==> src/rtl/sfmt_pkg.sv <==
package sfmt_pkg;
  localparam int SMP_W      = 12;
  localparam int PIPE_DEPTH = 3;
  localparam int SYNC_DEPTH = 2;

  typedef enum logic {
    CODE_OFFSET = 1'b0,
    CODE_TWOS   = 1'b1
  } coding_e;
endpackage

==> src/rtl/sfmt_coder.sv <==
module sfmt_coder #(
  parameter int W = 12
) (
  input  logic             coding,
  input  logic [W-1:0]     raw,
  output logic [W-1:0]     coded
);
  import sfmt_pkg::*;

  always_comb begin
    coded = raw;
    if (coding_e'(coding) == CODE_TWOS)
      coded[W-1] = ~raw[W-1];
  end
endmodule

==> src/rtl/sfmt_delay.sv <==
module sfmt_delay #(
  parameter int W     = 8,
  parameter int DEPTH = 2
) (
  input  logic         clk,
  input  logic         rst_n,
  input  logic [W-1:0] d,
  output logic [W-1:0] q
);
  generate
    if (DEPTH == 0) begin : g_pass
      assign q = d;
    end else begin : g_regs
      logic [W-1:0] stage [DEPTH];
      always_ff @(posedge clk or negedge rst_n) begin
        if (!rst_n) begin
          for (int i = 0; i < DEPTH; i++) stage[i] <= '0;
        end else begin
          stage[0] <= d;
          for (int i = 1; i < DEPTH; i++) stage[i] <= stage[i-1];
        end
      end
      assign q = stage[DEPTH-1];
    end
  endgenerate
endmodule

==> src/rtl/sfmt_trig_sync.sv <==
module sfmt_trig_sync #(
  parameter int STAGES = 2,
  parameter int ALIGN  = 0
) (
  input  logic clk,
  input  logic rst_n,
  input  logic trig,
  output logic trig_s
);
  localparam int LEN = STAGES + ALIGN;

  logic [LEN-1:0] chain;

  always_ff @(posedge clk or negedge rst_n) begin
    if (!rst_n) chain <= '0;
    else        chain <= {chain[LEN-2:0], trig};
  end

  assign trig_s = chain[LEN-1];
endmodule

==> src/rtl/sample_formatter.sv <==
module sample_formatter #(
  parameter int SMP_W      = sfmt_pkg::SMP_W,
  parameter int PIPE_DEPTH = sfmt_pkg::PIPE_DEPTH,
  parameter int SYNC_DEPTH = sfmt_pkg::SYNC_DEPTH
) (
  input  logic             clk,
  input  logic             rst_n,
  input  logic             in_valid,
  input  logic [SMP_W-1:0] in_sample,
  input  logic             in_oor,
  input  logic             cfg_twos,
  input  logic             cfg_stamp,
  input  logic             trig_async,
  output logic             out_valid,
  output logic [SMP_W-1:0] out_sample,
  output logic             out_oor
);
  // one register stage is the output register; the rest form the delay line
  localparam int DLY_DEPTH = PIPE_DEPTH - 1;
  localparam int TRIG_PAD  = DLY_DEPTH - SYNC_DEPTH;
  localparam int BEAT_W    = SMP_W + 3;

  logic [SMP_W-1:0]  coded;
  logic [BEAT_W-1:0] beat_in, beat_dly;
  logic              trig_s;
  logic              d_vld, d_stamp, d_oor;
  logic [SMP_W-1:0]  d_word;

  sfmt_coder #(.W(SMP_W)) i_coder (
    .coding (cfg_twos),
    .raw    (in_sample),
    .coded  (coded)
  );

  assign beat_in = {in_valid, cfg_stamp, in_oor, coded};

  sfmt_delay #(.W(BEAT_W), .DEPTH(DLY_DEPTH)) i_delay (
    .clk   (clk),
    .rst_n (rst_n),
    .d     (beat_in),
    .q     (beat_dly)
  );

  sfmt_trig_sync #(.STAGES(SYNC_DEPTH), .ALIGN(TRIG_PAD)) i_sync (
    .clk    (clk),
    .rst_n  (rst_n),
    .trig   (trig_async),
    .trig_s (trig_s)
  );

  assign {d_vld, d_stamp, d_oor, d_word} = beat_dly;

  always_ff @(posedge clk or negedge rst_n) begin
    if (!rst_n) begin
      out_valid  <= 1'b0;
      out_sample <= '0;
      out_oor    <= 1'b0;
    end else begin
      out_valid <= d_vld;
      if (d_vld) begin
        out_sample <= d_stamp ? {d_word[SMP_W-1:1], trig_s} : d_word;
        out_oor    <= d_oor;
      end
    end
  end
endmodule

==> config.mk <==
export PLATFORM = sky130hd
export DESIGN_NAME = sample_formatter
export DESIGN_NICKNAME = d
export VERILOG_FILES = /design/src/rtl/sfmt_pkg.sv /design/src/rtl/sfmt_coder.sv /design/src/rtl/sfmt_delay.sv /design/src/rtl/sfmt_trig_sync.sv /design/src/rtl/sample_formatter.sv
export SDC_FILE = /design/constraint.sdc
export NUM_CORES = 1
export LEC_CHECK = 0
export CORE_UTILIZATION = 45
export CTS_CLUSTER_DIAMETER = 30
export DETAILED_ROUTE_END_ITERATION = 10
export PLACE_DENSITY = 0.79
export RECOVER_POWER = 50
export SETUP_SLACK_MARGIN = 0.3
export SLEW_MARGIN = 15
export SYNTH_ARGS = -nofsm -noshare
export SYNTH_HDL_FRONTEND = slang
export SYNTH_HIERARCHICAL = 1
export SYNTH_SLANG_ARGS = --single-unit
==> constraint.sdc <==
create_clock -name clk -period 1.5 [get_ports clk]
set_input_delay 0.15 -clock clk [delete_from_list [all_inputs] [get_ports clk]]
set_output_delay 0.15 -clock clk [all_outputs]
set_load 0.1 [all_outputs]
Word level (Yosys, flattened, before mapping)
Cells that the tools add are included.
{"block": "totals", "reg_bits": 46, "latch_bits": 0, "mem_bits_rw": 0, "mem_bits_ro": 0, "output_inout_bits": 14, "memories": 0}
{"block": "classes", "add_sub_neg": 0, "n_mul": 0, "div_mod_pow": 0, "magnitude_cmp": 0, "n_eq_ne": 0, "n_shift": 0, "muxes": 2, "bitwise": 1, "n_reduce_logical": 0}
{"operator": "2-to-1 mux 1 bit", "n": 2}
{"operator": "inverter 1 bit", "n": 1}

Depth between registers and ports, before layout
{"block": "logic_depth", "ltp_word": 2, "ltp_mapped": 4}

Hierarchy
The synthesis kept the hierarchy.
{"mod": "sfmt_delay", "n_inst": 1, "cells_per_inst": 45, "area_each_um2": 863.3, "seq_area_each_um2": 750.7}
{"mod": "sample_formatter", "n_inst": 1, "cells_per_inst": 30, "area_each_um2": 545.5, "seq_area_each_um2": 350.3}
{"mod": "sfmt_coder", "n_inst": 1, "cells_per_inst": 12, "area_each_um2": 91.3, "seq_area_each_um2": 0.0}
{"mod": "sfmt_trig_sync", "n_inst": 1, "cells_per_inst": 2, "area_each_um2": 50.0, "seq_area_each_um2": 50.0}

Worst setup path after synthesis
OpenSTA, ideal clock, no wires.
{"block": "synth_path", "path_kind": "flip-flop to flip-flop", "from": "register, netlist name out_sample[1]", "to": "register out_sample[1]", "setup_ps": 126, "t_arrival_ps": 1132, "path_slack_ps": 242, "path_stages_with_launch": 2, "period_less_slack_ps": 1258, "cell_sequence": "dfrtp_1 -> mux2_4"}
{"element": "end signal: assignment", "line_no": "sample_formatter.sv:61", "rtl": "out_sample <= d_stamp ? {d_word[SMP_W-1:1], trig_s} : d_word;"}
{"element": "end: declaration", "line_no": "sample_formatter.sv:15", "rtl": "output logic [SMP_W-1:0] out_sample,"}

Final worst setup path
{"block": "layout_path", "from": "register i_delay.g_regs.stage (netlist bit i_delay/q[14])", "to": "register out_oor"}
{"element": "start: declaration", "line_no": "sfmt_delay.sv:14", "rtl": "logic [W-1:0] stage [DEPTH];"}
{"element": "end signal: assignment", "line_no": "sample_formatter.sv:62", "rtl": "out_oor <= d_oor;"}
{"element": "end: declaration", "line_no": "sample_formatter.sv:16", "rtl": "output logic out_oor"}
No word-level cell between the ends.

==> results.sh <==
export IMPL_status="complete, no violations"
export IMPL_n_antenna_cell=0
export IMPL_nets=124
export IMPL_synth_edf_count=0
export IMPL_power_switching_mw=0.763
export IMPL_grt_setup_unrepaired="false"
export IMPL_placed_area_sq_um=1890
export IMPL_seqPwrFrac_pct=54.4
export IMPL_r2r_slack_ps=280
export IMPL_yosys_area_top_type="dfrtp_1"
export IMPL_seqCellArea_sq_um=1170
export IMPL_ant_nets=0
export IMPL_ys_seq_area_share_pct=74.3
export IMPL_fmax_mhz=818
export IMPL_hold_class="in -> reg"
export IMPL_die_w_microns=60.7
export IMPL_switching_share_pct=29.9
export IMPL_gp_congestion=0.588
export IMPL_r2r_start="i_delay/q[14]"
export IMPL_crit_path_end_kind="register"
export IMPL_worstMarginPinSlew_ps=529
export IMPL_syn_avg_cell_area_sq_um=17.4
export IMPL_clkSinkCount=46
export IMPL_cp_required_ps=1740
export IMPL_r2r_cells=2
export IMPL_fin_crit_ps=1220
export IMPL_cts_max_path_buffers=2
export IMPL_cts_tree="yes"
export IMPL_p_leak_nw=0.874
export IMPL_viasPerCell=4.24
export IMPL_initialDrtViolationCount=26
export IMPL_path_class="reg -> reg"
export IMPL_power_density_nw_per_um2=1300
export IMPL_synthCells=89
export IMPL_yosys_warnings=6
export IMPL_synth_async_reset_ratio_pct=100
export IMPL_final_setup_skew_ps=7.35
export IMPL_grt_max_degree=47
export IMPL_wl_microns=1810
export IMPL_worstSkewPairLatency_ps=350
export IMPL_drive_above_1_share_pct=46.2
export IMPL_ys_flop_type="dfrtp_1"
export IMPL_fin_area_sq_um=1960
export IMPL_synth_seq_cells=46
export IMPL_dpl_hpwl_microns=1310
export IMPL_critPathMaxFanout=7
export IMPL_dp_slack_ps=519
export IMPL_irDropWorstVdd_uv=604
export IMPL_hold_violations=0
export IMPL_synthTopCellsByArea="dfrtp_1 74%, buf_4 13%, mux2_4 7.7%"
export IMPL_cts_buffers=5
export IMPL_start_util_pct=49.2
export IMPL_whs_path_depth=1
export IMPL_postSynthNetCount=108
export IMPL_detail_route_first_pass_iterations=3
export IMPL_htreeDepth=2
export IMPL_fin_crit_sh_pct=81.5
export IMPL_netlist_area_sq_um=1550
export IMPL_drcViolationCount=0
export IMPL_syn2layout_area_growth_pct=26.6
export IMPL_dp_cells=141
export IMPL_crit_path_start_kind="register"
export IMPL_clkPwrFrac_pct=22.8
export IMPL_reg2reg_to="out_oor"
export IMPL_grt_pass1_vias=632
export IMPL_grt_pass1_wl_microns=3030
export IMPL_p_int_mw=1.78
export IMPL_whs_endpoint="i_sync/chain[0]"
export IMPL_power_mw=2.55
export IMPL_hold_start="trig_async"
export IMPL_worstPathArrival_ps=1460
export IMPL_postCtsResizedCells=0
export IMPL_wl_per_cell_microns=12.1
export IMPL_fin_ws_ps=278
export IMPL_grt_ovfl_total=0
export IMPL_io_pins=33
export IMPL_setup_tns_ps=0
export IMPL_multiInputGateArea_sq_um=193
export IMPL_grt_usage_pct=12.7
export IMPL_power_frac_comb_pct=22.8
export IMPL_slew_headroom_pct=64.7
export IMPL_root_buffer="clkbuf_4"
export IMPL_synth_cell_types=9
export IMPL_io_buffer_count=32
export IMPL_dieArea_sq_um=3680
export IMPL_synth_top_area_share_pct=74.3
export IMPL_clk_pin_slew_worst_paths_ps=120
export IMPL_rows=20
export IMPL_yosysMostFrequentCell="dfrtp_1"
export IMPL_die_y_microns=60.7
export IMPL_instances_no_fill=150
export IMPL_slew_violations=0
export IMPL_synth_common_cells="46 x dfrtp_1, 26 x buf_4, 8 x mux2_4, 4 x mux2_2"
export IMPL_num_vias=636
export IMPL_core_sq_um=3150
export IMPL_setup_viol=0
export IMPL_final_fill_count=248
export IMPL_drv_cap=0
export IMPL_antenna_found_initial=0
logic make-up (layout without fill, tap and decap cells):
logic type	Yosys count	in the layout	synth area share, %
compound gates	1	1	0.323
xor+xnor	1	1	0.565
buf+inv	27	44	13.3
flops	46	46	74.3
mux	13	13	11.3
simple gates	1	1	0.242
layout by cell type (no fill, tap or decap), types with 2 or more instances in the layout:
master / n
dfrtp_1: 34
dlygate4sd3_1: 17
buf_12: 14
dfrtp_2: 12
mux2_4: 8
clkbuf_4: 5
mux2_2: 4
buf_4: 2
through the flow:
stage	hold slack (ps)	util (%)
after floorplan	-146	-
after global placement	243	60.0
after detailed placement	258	60.0
after CTS	200	62.3
after global routing	311	62.2
final	339	62.2
flip-flops by register name, summed over array words and instances, names as in the netlist:
signal and count:
i_delay/g_regs.stage 15, i_delay/q 15, i_sync/chain 2, out_oor 1
out_sample 12, out_valid 1
power by group through the flow:
stage,Combinational [mW],Sequential (mW),Clock [mW]
2_1_floorplan,0.112,1.66,0
3_3_place_gp,0.585,1.41,0
3_5_place_dp,0.594,1.41,0
4_1_cts,0.596,1.39,0.610
5_1_grt,0.602,1.39,0.678
6_report,0.580,1.38,0.582
worst max path at each step:
stage	end	from	slack (ps)	cells after the start
4_1_cts	out_sample[6]	out_sample[6]	350	1
6_report	out_oor	i_delay/q[14]	280	2
5_1_grt	out_oor	i_delay/q[14]	210	2
2_1_floorplan	out_sample[0]	out_sample[0]	330	2
3_3_place_gp	out_sample[10]	i_delay/q[14]	550	2
3_5_place_dp	out_sample[10]	i_delay/q[14]	520	2
metal layers:
layer | share of wire [%] | GRT usage (%) | vias up
met4 | 2.7 | 6.82 | 0
met5 | 0 | 0 | -
li1 | - | - | 291
met2 | 53 | 19.8 | 21
met1 | 37 | 14.3 | 319
met3 | 6.7 | 6.40 | 5
worst max-delay path, cell delays in order (launching register included):
cell and delay (ps):
dfrtp_1 360, clkbuf_1 360, mux2_2 390
layout make-up:
| cell class | count | share of cell area (%) |
|---|---|---|
| clock buffers | 6 | 2.61 |
| multi-input cells | 16 | 9.82 |
| well taps | 44 | 2.81 |
| repair buffers | 36 | 24.7 |
| clock inverters | 2 | 0.638 |
| flip-flops and latches | 46 | 59.4 |
repair_timing:
item | 4_1_cts | 5_1_grt
hold buffers | 1 | 0
endpoints found under the hold margin | 46 | 0
buffers inserted | 0 | 0
endpoints found under the setup margin | 0 | 0
(Power assumes the default switching activity.)
